==> config.mk <==
export PLATFORM = sky130hd
export DESIGN_NAME = dac_write_seq
export DESIGN_NICKNAME = d
export VERILOG_FILES = /design/src/rtl/dac_seq_pkg.sv /design/src/rtl/dac_word_slice.sv /design/src/rtl/dac_strobe_fsm.sv /design/src/rtl/dac_ovr_track.sv /design/src/rtl/dac_write_seq.sv
export SDC_FILE = /design/constraint.sdc
export NUM_CORES = 1
export LEC_CHECK = 0
export BUFFER_PORTS_ARGS = -buffer_cell sky130_fd_sc_hd__buf_2
export CORE_MARGIN = 2
export CORE_UTILIZATION = 39
export DETAILED_ROUTE_END_ITERATION = 12
export GPL_TIMING_DRIVEN = 1
export PLACE_DENSITY = 0.76
export SYNTH_ARGS = -nofsm -noshare
export SYNTH_HDL_FRONTEND = slang
export SYNTH_SLANG_ARGS = --single-unit
==> constraint.sdc <==
create_clock -name clk -period 1.5 [get_ports clk]
set_clock_uncertainty 0.1 [all_clocks]
set_input_delay 0 -clock clk [delete_from_list [all_inputs] [get_ports clk]]
set_output_delay 0 -clock clk [all_outputs]
set_load 0.01 [all_outputs]
==> src/rtl/dac_seq_pkg.sv <==
package dac_seq_pkg;
   typedef enum logic [1:0] {
      SEQ_IDLE   = 2'd0,
      SEQ_STROBE = 2'd1,
      SEQ_HOLD   = 2'd2
   } seq_state_t;
endpackage

==> src/rtl/dac_word_slice.sv <==
module dac_word_slice #(
   parameter int IN_W      = 32,
   parameter int OUT_W     = 12,
   parameter int SLICE_MSB = 31
) (
   input  logic [IN_W-1:0]  word_in,
   output logic [OUT_W-1:0] slice_out
);
   localparam int SLICE_LSB = SLICE_MSB - OUT_W + 1;

   initial begin
      assert (OUT_W >= 1 && OUT_W <= IN_W) else $error("slice width out of range");
      assert (SLICE_MSB < IN_W && SLICE_LSB >= 0) else $error("slice position out of range");
   end

   generate
      if (OUT_W == IN_W) begin : g_full
         assign slice_out = word_in;
      end else begin : g_part
         logic unused_bits;
         assign slice_out   = word_in[SLICE_MSB:SLICE_LSB];
         assign unused_bits = ^word_in;
      end
   endgenerate
endmodule

==> src/rtl/dac_strobe_fsm.sv <==
module dac_strobe_fsm
   import dac_seq_pkg::*;
#(
   parameter int WE_LOW = 2
) (
   input  logic clk,
   input  logic rst_n,
   input  logic start,
   output logic busy,
   output logic load,
   output logic cs_n,
   output logic we_n
);
   localparam int CNT_W = (WE_LOW > 1) ? $clog2(WE_LOW) : 1;
   localparam logic [CNT_W-1:0] CNT_INIT = CNT_W'(WE_LOW - 1);

   initial begin
      assert (WE_LOW >= 1) else $error("write-enable low time must be at least one cycle");
   end

   seq_state_t       state;
   logic [CNT_W-1:0] cnt;

   assign busy = (state != SEQ_IDLE);
   assign load = start && !busy;

   always_ff @(posedge clk or negedge rst_n) begin
      if (!rst_n) begin
         state <= SEQ_IDLE;
         cnt   <= '0;
         cs_n  <= 1'b1;
         we_n  <= 1'b1;
      end else begin
         case (state)
            SEQ_IDLE: begin
               if (start) begin
                  state <= SEQ_STROBE;
                  cnt   <= CNT_INIT;
                  cs_n  <= 1'b0;
                  we_n  <= 1'b0;
               end
            end
            SEQ_STROBE: begin
               if (cnt == '0) begin
                  we_n  <= 1'b1;
                  state <= SEQ_HOLD;
               end else begin
                  cnt <= cnt - 1'b1;
               end
            end
            SEQ_HOLD: begin
               cs_n  <= 1'b1;
               state <= SEQ_IDLE;
            end
            default: begin
               state <= SEQ_IDLE;
               cs_n  <= 1'b1;
               we_n  <= 1'b1;
            end
         endcase
      end
   end
endmodule

==> src/rtl/dac_ovr_track.sv <==
module dac_ovr_track (
   input  logic clk,
   input  logic rst_n,
   input  logic strobe,
   input  logic busy,
   output logic ovr
);
   always_ff @(posedge clk or negedge rst_n) begin
      if (!rst_n)
         ovr <= 1'b0;
      else if (strobe && busy)
         ovr <= 1'b1;
   end
endmodule

==> src/rtl/dac_write_seq.sv <==
module dac_write_seq #(
   parameter int IN_W      = 32,
   parameter int DAC_W     = 12,
   parameter int SLICE_MSB = 31,
   parameter int WE_LOW    = 2
) (
   input  logic             clk,
   input  logic             rst_n,
   input  logic             smp_valid,
   input  logic [IN_W-1:0]  smp_data,
   output logic [DAC_W-1:0] dac_bus,
   output logic             dac_cs_n,
   output logic             dac_we_n,
   output logic             ovr_flag
);
   logic [DAC_W-1:0] slice_w;
   logic             busy_w;
   logic             load_w;

   dac_word_slice #(
      .IN_W     (IN_W),
      .OUT_W    (DAC_W),
      .SLICE_MSB(SLICE_MSB)
   ) u_slice (
      .word_in  (smp_data),
      .slice_out(slice_w)
   );

   dac_strobe_fsm #(
      .WE_LOW(WE_LOW)
   ) u_fsm (
      .clk  (clk),
      .rst_n(rst_n),
      .start(smp_valid),
      .busy (busy_w),
      .load (load_w),
      .cs_n (dac_cs_n),
      .we_n (dac_we_n)
   );

   dac_ovr_track u_ovr (
      .clk   (clk),
      .rst_n (rst_n),
      .strobe(smp_valid),
      .busy  (busy_w),
      .ovr   (ovr_flag)
   );

   always_ff @(posedge clk or negedge rst_n) begin
      if (!rst_n)
         dac_bus <= '0;
      else if (load_w)
         dac_bus <= slice_w;
   end
endmodule

==> results of run 1 <==
flip-flops by register name, summed over array words and instances, names as in the netlist:
| name | count |
|---|---|
| dac_bus | 12 |
| u_fsm.cnt | 1 |
| u_fsm.cs_n | 1 |
| u_fsm.state | 2 |
| u_fsm.we_n | 1 |
| u_ovr.ovr | 1 |
power groups by stage:
stage	combinational [uW]	sequential, uW	clock (uW)
finish	903	882	236
global route	990	919	268
CTS	917	884	252
detailed placement	882	891	0
global placement	871	866	0
floorplan	476	984	0
logic make-up after synthesis:
group	Yosys count	synth area share
mux	12	0.234
simple gates	8	0.0730
flops	18	0.615
buf+inv	3	0.0374
compound gates	6	0.0407
through the flow:
stage                     worst slack, ns  power (uW)
after CTS                          0.0802        2050
final                              0.0843        2020
after global placement              0.111        1740
after detailed placement           0.0958        1770
after floorplan                     0.116        1460
after global routing              0.00734        2180
layout make-up:
cell class | count | area [sq um] | area share
clock buffers | 4 | 26.3 | 0.0242
inverters | 2 | 7.51 | 0.00690
repair buffers | 45 | 313 | 0.288
well taps | 25 | 31.3 | 0.0288
flip-flops and latches | 18 | 453 | 0.417
multi-input cells | 26 | 256 | 0.236
synthesized netlist by cell type:
cell type	n
sky130_fd_sc_hd__dfrtp_1	16
sky130_fd_sc_hd__mux2_4	10
sky130_fd_sc_hd__a21oi_1	4
sky130_fd_sc_hd__nand2_1	3
sky130_fd_sc_hd__dfstp_2	2
sky130_fd_sc_hd__inv_1	2
sky130_fd_sc_hd__mux2_1	2
sky130_fd_sc_hd__nand2b_1	2
sky130_fd_sc_hd__o21ai_0	2
sky130_fd_sc_hd__buf_12	1
sky130_fd_sc_hd__nor2_1	1
sky130_fd_sc_hd__nor3b_1	1
sky130_fd_sc_hd__nor3b_4	1
routing by layer:
| metal | GRT usage | up-vias |
|---|---|---|
| li1 | - | 255 |
| met2 | 0.251 | 21 |
| met1 | 0.172 | 270 |
| met5 | 0 | - |
| met4 | 0.0833 | 0 |
| met3 | 0.0340 | 4 |
worst register-to-register path, delay by kind of cell, from the launching register on:
family	cells	cell delay (ns)
buf+inv	1	0.18
flops	1	0.45
mux	1	0.33
simple gates	1	0.25
cells in the final DEF, fill, tap and decap left out, drive strengths merged:
master	n
inv	2
nor2	1
o21ai	2
nand2b	2
dfstp	2
buf	31
nor3b	2
dlygate4sd3	14
dfrtp	16
a21oi	4
nand2	3
clkbuf	4
mux2	12
worst min-delay path by stage:
stage,start,to,depth (start not counted)
finish,rst_n,dac_bus[3],2
global route,rst_n,dac_bus[3],2
CTS,rst_n,dac_bus[3],2
detailed placement,rst_n,dac_bus[3],1
global placement,rst_n,dac_bus[3],1
floorplan,rst_n,dac_bus[0],0
==> impl_metrics.ini, run 1 <==
[worst_setup_path]
timing_worst_setup_path_type = reg -> reg
worst_r2r_endpoint = dac_bus[7]
critical-path-top-delay-family = flip-flops
critical_path_peak_fanout = 12
reg2reg_slack_ns = 0.08
critical_path.endpoint = dac_bus[7]
critPathMaxStageDelay_ns = 0.45
startpoint = u_fsm.state[1]
r2r_start = u_fsm.state[1]
critPathBufInv = 1
endpoint_kind = flip-flop
worstRegToRegCells = 3
crit_chain = nor3b_4 -> buf_12 -> mux2_1
critPathArrivalTime_ns = 1.49
worst-endpoint-required_ns = 1.58
critical_path.slowest_cell = sky130_fd_sc_hd__dfrtp_1
start_kind = flip-flop
worst-path-stages = 3

[global_route]
grt_overflow = 0
global_route.usage.total = 0.148
first_global_vias = 514
grt_max_degree = 19
grt_first_pass_wirelength_mm = 2.25
antenna_found_initial = 0

[logic_synthesis]
synth_seq_area_share = 0.615
syn_nets = 82
netlist_instances = 47
synthTopCellsByArea = sky130_fd_sc_hd__dfrtp_1, sky130_fd_sc_hd__mux2_4, sky130_fd_sc_hd__dfstp_2
post_synth_num_cell_types = 13
synth.largest_area_cell = sky130_fd_sc_hd__dfrtp_1
postSynthAreaPerCell_sq_um = 15.7
total_of_flip_flops_plus_latches_after_synthesis = 18
synth_top_area_frac = 0.543
yosys_warnings = 0
netlist_area_sq_um = 737

[drt]
route.layer.met1.wl_microns = 589
firstDrtPassIters = 4
finalWirelength_mm = 1.39
route.detailed.wl_per_inst_microns = 11.6
dr.max_layer_used = met4
dr_total_vias = 550
antenna_violating_nets_post_route = 0
met3WireLength_microns = 86
dr_wl_met2_microns = 683
drtIter0Drc = 7
drt_drc_violations_left = 0
route.detailed.vias_per_inst = 4.58

[finish]
layout.core_utilization = 0.623
fill_cells = 151
share_of_final_layout_standard_cells_stronger_than_drive_strength_1 = 0.495
layoutNonFillerInstCount = 120
flow.area_growth_from_synthesis_pct = 47.5
fin_area_sq_um = 1090
post_layout_nets = 131
diodes_inserted = 0

[die]
core_area_sq_um = 1750
rows = 15
fp.dieW_microns = 47.5
die_h_microns = 47.5
io_pins = 50
floorplan.initialDensity = 0.422
die_area_sq_um = 2250

[timing]
post_route_clock_period_utilization = 0.944
grt_setup_unrepaired = no
total_negative_slack_ns = 0
timing.final.hold_violations = 0
worstMarginPinSlew_ns = 0.375
setup_viol = 0
timing_max_transition_violations_final = 0
timing.slew.headroom = 0.750
final_critical_delay_including_setup_and_external_delays_ns = 1.42
max_freq_ghz = 0.706
final.hold.worst_slack_ns = 0.0658

[pwr]
switching_power_uw = 655
comb_power_share = 0.447
p_clk_frac = 0.117
max-vdd-ir-drop_uv = 908
sw_frac_of_total = 0.324
power_per_standard_cell_area_nw_per_um2 = 1860
power.share.sequential = 0.436
p_leak_uw = 0.000528
internal_power_of_the_cells_uw = 1370

[cts]
cts_hold_buffers = 14
number_of_post_cts_setup_repair_buffers = 0
cts_root_buf = sky130_fd_sc_hd__clkbuf_4
clockBufferDepth = 2
cts_tree = yes
clock_tree.htree_level_count = 1
clock_latency_ns = 0.28
cts.repair.resized = 0
numClockSinks = 18
cts_inserted_buffers = 3
clk_pin_slew_worst_paths_ns = 0.10

[placement]
gp_congestion = 0.663
placedCellCount = 102
post-dp-hpwl_microns = 937
portBuffers = 29
placedInstanceArea_sq_um = 921

[hold_path]
worstHoldPathType = in -> async

[outcome]
outcome = complete, no violations

[job]
drv_cap = 0
Note: power is estimated with default switching activity, not from simulation.
==> run 2: changes to the inputs <==
- CORE_UTILIZATION: 39 -> 42
- GPL_TIMING_DRIVEN: 1 -> 0
- PLACE_DENSITY: 0.76 -> 0.79
- clock period: 1.5 -> 1.7 ns (I/O delays scaled with it)
==> run 2 against run 1 <==
Effect of this change:
- flip-flop and latch count is the same
- sequential power shrank 11%
- final area shrank 1.6%
- critical path type unchanged
- largest cell class unchanged
- clock-buffer cell count is the same
- register-to-register slack gained 0.15 ns
==> impl_metrics.ini, run 2 (synthesized netlist as in run 1, its figures left out) <==
[timing]
timing.slew.headroom = 0.733
final_critical_delay_including_setup_and_external_delays_ns = 1.46
max_freq_ghz = 0.684
timing.final.hold_violations = 0
grt_setup_unrepaired = no
post_route_clock_period_utilization = 0.861
timing_max_transition_violations_final = 0
final.hold.worst_slack_ns = 0.0614
worstMarginPinSlew_ns = 0.400
total_negative_slack_ns = 0
setup_viol = 0

[worst_setup_path]
start_kind = flip-flop
critPathArrivalTime_ns = 1.53
worst-endpoint-required_ns = 1.77
timing_worst_setup_path_type = reg -> reg
endpoint_kind = flip-flop
critical_path_peak_fanout = 10

[global_route]
antenna_found_initial = 0
first_global_vias = 523
grt_overflow = 0
grt_first_pass_wirelength_mm = 2.20
global_route.usage.total = 0.146
grt_max_degree = 19

[placement]
placedCellCount = 93
gp_congestion = 0.820
post-dp-hpwl_microns = 891
portBuffers = 29
placedInstanceArea_sq_um = 903

[finish]
mostFrequentLayoutCells = sky130_fd_sc_hd__buf_2, sky130_fd_sc_hd__dfrtp_1, sky130_fd_sc_hd__dlygate4sd3_1
largest_register_ffs = 12
fill_cells = 126
flow.area_growth_from_synthesis_pct = 45.2
registers.top_by_ff_count = dac_bus
diodes_inserted = 0
fin_area_sq_um = 1070
final_common_cell = sky130_fd_sc_hd__buf_2
layout_top_registers = dac_bus (12), u_fsm.state (2)
share_of_final_layout_standard_cells_stronger_than_drive_strength_1 = 0.489
layoutNonFillerInstCount = 111
post_layout_nets = 130

[die]
die_area_sq_um = 2110
die_h_microns = 45.9
rows = 15
floorplan.initialDensity = 0.436
fp.dieW_microns = 45.9
io_pins = 50
core_area_sq_um = 1690

[pwr]
internal_power_of_the_cells_uw = 1190
max-vdd-ir-drop_uv = 686
p_clk_frac = 0.119
power_per_standard_cell_area_nw_per_um2 = 1650
switching_power_uw = 579
p_leak_uw = 0.000523
comb_power_share = 0.435
power.share.sequential = 0.445
sw_frac_of_total = 0.327

[cts]
clock_tree.htree_level_count = 1
cts_inserted_buffers = 3
clockBufferDepth = 2
cts_root_buf = sky130_fd_sc_hd__clkbuf_4
cts_tree = yes
clock_latency_ns = 0.28
clk_pin_slew_worst_paths_ns = 0.10
numClockSinks = 18

[job]
drv_cap = 0

[drt]
finalWirelength_mm = 1.51
firstDrtPassIters = 3
drtIter0Drc = 3
antenna_violating_nets_post_route = 0
dr_total_vias = 548
route.detailed.wl_per_inst_microns = 13.6
route.detailed.vias_per_inst = 4.94
drt_drc_violations_left = 0

[outcome]
outcome = complete, no violations

[hold_path]
worstHoldPathType = in -> async
## run 2: cell types whose count changed in the layout (fill, tap and decap cells not counted), sizes merged
cell,change
buf,-1
## run 2: final cells by class
class | instances | area (sq um) | share of cell area
plain buffers | 1 | 20.0 | 0.0187
clock buffers | 4 | 26.3 | 0.0246
inverters | 2 | 7.51 | 0.00702
multi-input cells | 26 | 256 | 0.240
flip-flops and latches | 18 | 453 | 0.423
well taps | 17 | 21.3 | 0.0199
repair buffers | 43 | 285 | 0.267
## run 2: worst paths after layout
kind                           startpoint     endpoint  slack (ns)  cells after the start
min reg2reg                    u_fsm.cs_n   u_fsm.cs_n        0.37                      2
min                                 rst_n   dac_bus[1]        0.06                      2
max                        u_fsm.state[1]  dac_bus[10]        0.24                      3
max reg2reg                u_fsm.state[1]  dac_bus[10]        0.24                      3
max in group asynchronous           rst_n   u_fsm.we_n        1.11                      2
min in group clk               u_fsm.cs_n   u_fsm.cs_n        0.37                      2
## run 2: stage by stage
stage / setup WS (ns) / total power (uW) / utilization
final: 0.237 / 1770 / 0.633
after global routing: 0.189 / 1890 / 0.633
after CTS: 0.229 / 1780 / 0.633
after detailed placement: 0.238 / 1540 / 0.535
after global placement: 0.254 / 1520 / 0.535
after floorplan: 0.316 / 1290 / -
## run 2: power by group through the flow
stage               logic (uW)  clock network [uW]  registers [uW]
global route               839                 237             810
detailed placement         745                   0             792
global placement           735                   0             781
finish                     770                 211             788
CTS                        776                 219             785
floorplan                  420                   0             868
## run 2: critical path, stage by stage (launching register included)
cell                      delay, ns
sky130_fd_sc_hd__dfrtp_1       0.45
sky130_fd_sc_hd__nor3b_4       0.31
sky130_fd_sc_hd__buf_12        0.19
sky130_fd_sc_hd__mux2_4        0.30
## run 2: what timing repair did
action,CTS,global route
hold endpoints to repair,35,0
gates resized for setup,0,0
hold buffers,14,0
setup buffers,0,0
## run 2: routing by layer
layer	part of all wire	global-route usage	up-vias
li1	-	-	257
met1	0.41	0.170	267
met2	0.53	0.242	20
met3	0.043	0.0238	4
met4	0.023	0.103	0
met5	0	0	-
==> run 3: changes to the inputs <==
- ABC_AREA: not set -> 1
- PLACE_DENSITY: 0.79 -> 0.8
==> run 3 against run 2 <==
Effect of this change:
- global-route usage up 4.9 points
- combinational power up 16%
- routed wire length up 25%
- synthesized cell count up 55%
- sequential share of layout area down 2.0 points
- first-iteration DRC count rose to 10 times the previous value
- non-clock buffer count up 10
- power up 5.9%
- sequential power down 3.6%
- critical path type unchanged
- largest cell class unchanged
==> impl_metrics.ini, run 3 <==
[timing]
final.hold.worst_slack_ns = 0.0701
grt_setup_unrepaired = yes
timing.final.hold_violations = 0
pnr_worst_setup_slack_ns = 0.0314
max_freq_ghz = 0.599
worstMarginPinSlew_ns = 0.386
post_route_clock_period_utilization = 0.982
timing.slew.headroom = 0.742
final_critical_delay_including_setup_and_external_delays_ns = 1.67
setup_viol = 0
timing_max_transition_violations_final = 0

[hold_path]
worstHoldPathType = in -> async

[cts]
clock_tree.htree_level_count = 1
numClockSinks = 18
clock_latency_ns = 0.29
cts_inserted_buffers = 3
clk_pin_slew_worst_paths_ns = 0.10
cts_tree = yes
clockBufferDepth = 2
cts_root_buf = sky130_fd_sc_hd__clkbuf_4

[job]
drv_cap = 0

[logic_synthesis]
synth_top_area_frac = 0.562
post_synth_num_cell_types = 13
synth.largest_area_cell = sky130_fd_sc_hd__dfrtp_1
total_of_flip_flops_plus_latches_after_synthesis = 18
netlist_area_sq_um = 712
top_reg_cell_synth = sky130_fd_sc_hd__dfrtp_1
yosys-top-cells-count = sky130_fd_sc_hd__nand2_1, sky130_fd_sc_hd__dfrtp_1, sky130_fd_sc_hd__nand3_1
synthTopCellsByArea = sky130_fd_sc_hd__dfrtp_1, sky130_fd_sc_hd__nand2_1, sky130_fd_sc_hd__nand3_1
synthArstFlopShare = 1.00
synth_edf_count = 0
yosys_warnings = 0
postSynthAreaPerCell_sq_um = 9.75
netlist_instances = 73
syn_nets = 108
synth_seq_area_share = 0.636
yosysMostFrequentCell = sky130_fd_sc_hd__nand2_1

[finish]
layout_top_registers = dac_bus (12), u_fsm.state (2)
registers.top_by_ff_count = dac_bus
share_of_final_layout_standard_cells_stronger_than_drive_strength_1 = 0.328
mostFrequentLayoutCells = sky130_fd_sc_hd__nand2_1, sky130_fd_sc_hd__buf_2, sky130_fd_sc_hd__dlygate4sd3_1
layout.core_utilization = 0.729
layoutNonFillerInstCount = 144
largest_register_ffs = 12
diodes_inserted = 0
flow.area_growth_from_synthesis_pct = 57.8
post_layout_nets = 164

[global_route]
first_global_vias = 652
global_route.usage.total = 0.196
grt_first_pass_wirelength_mm = 2.77
grt_overflow = 0
antenna_found_initial = 0
grt_max_degree = 19

[drt]
antenna_violating_nets_post_route = 0
route.detailed.wl_per_inst_microns = 13.1
dr_total_vias = 701
route.detailed.vias_per_inst = 4.87
firstDrtPassIters = 4
drt_drc_violations_left = 0
finalWirelength_mm = 1.89
drtIter0Drc = 31

[pwr]
max-vdd-ir-drop_uv = 903
p_leak_uw = 0.000608
power.total_uw = 1870
power_per_standard_cell_area_nw_per_um2 = 1670

[placement]
post-dp-hpwl_mm = 1.05
gp_congestion = 0.719
place_worst_setup_slack_ns = 0.500
portBuffers = 29
placedCellCount = 118

[worst_setup_path]
cp_common_cell = sky130_fd_sc_hd__nand2_1
start_kind = flip-flop
critical_path_peak_fanout = 6
critPathArrivalTime_ns = 1.75
critPathMaxStageDelay_ns = 0.55
endpoint_kind = flip-flop
worst-endpoint-required_ns = 1.79
timing_worst_setup_path_type = reg -> reg
startpoint = u_fsm.state[0]
critical_path.slowest_cell = sky130_fd_sc_hd__dlygate4sd3_1
r2r_start = u_fsm.state[0]
crit_chain = nor2_4 -> nand2_4 -> nand2_1 -> nand2_1 -> dlygate4sd3_1

[outcome]
outcome = complete, no violations

[die]
fp.dieW_microns = 45.2
rows = 14
core_area_sq_um = 1540
die_h_microns = 45.2
io_pins = 50
die_area_sq_um = 2040
floorplan.initialDensity = 0.462
-- run 3: final timing paths --
path,endpoint,slack [ns],depth (start not counted)
max,dac_bus[3],0.03,5
min,u_ovr.ovr,0.07,2
max reg2reg,dac_bus[3],0.03,5
min reg2reg,u_fsm.we_n,0.37,2
max in group asynchronous,u_fsm.we_n,1.11,2
min in group clk,u_fsm.we_n,0.37,2
-- run 3: cell type report --
| type | count | area [sq um] |
|---|---|---|
| clock buffers | 4 | 26.3 |
| multi-input cells | 49 | 221 |
| fillers | 102 | 418 |
| well taps | 16 | 20.0 |
| inverters | 3 | 11.3 |
| plain buffers | 3 | 30.0 |
| flip-flops and latches | 18 | 453 |
| repair buffers | 51 | 362 |
-- run 3: metal layers --
metal,GRT usage,wire length (microns),vias to the layer above
met5,0,0,-
met4,0.124,59,0
met3,0.0280,63,10
met2,0.331,949,19
met1,0.231,816,329
li1,-,-,343
-- run 3: worst max-delay path, delay by kind of cell, from the launching register on --
kind                   cells  cell delay, ns
buffers and inverters      1            0.55
DFF                        1            0.44
and+or+nand+nor            4            0.48
-- run 3: repair_timing --
item / 4_1_cts / 5_1_grt
buffers inserted: 0 / 3
resized for setup: 0 / 2
hold endpoints to repair: 31 / 0
endpoints found under the setup margin: 0 / 1
hold buffers: 19 / 0
-- run 3: kinds of logic after synthesis --
| kind of cell | after synthesis | share of synthesized area |
|---|---|---|
| buffers and inverters | 6 | 0.0527 |
| AO/OA/AOI/OAI | 4 | 0.0316 |
| AND/OR/NAND/NOR | 45 | 0.279 |
| flip-flops | 18 | 0.636 |
-- run 3: metrics by stage --
step / setup TNS, ns / cell area (sq um)
after floorplan: 0 / 712
after global placement: 0 / 877
after detailed placement: 0 / 877
after CTS: 0 / 1090
after global routing: -0.0271 / 1120
final: 0 / 1120
-- run 3: power breakdown --
group | switching, uW | internal [uW]
clock network | 132 | 91.3
logic | 464 | 427
registers | 120 | 640
total | 716 | 1160
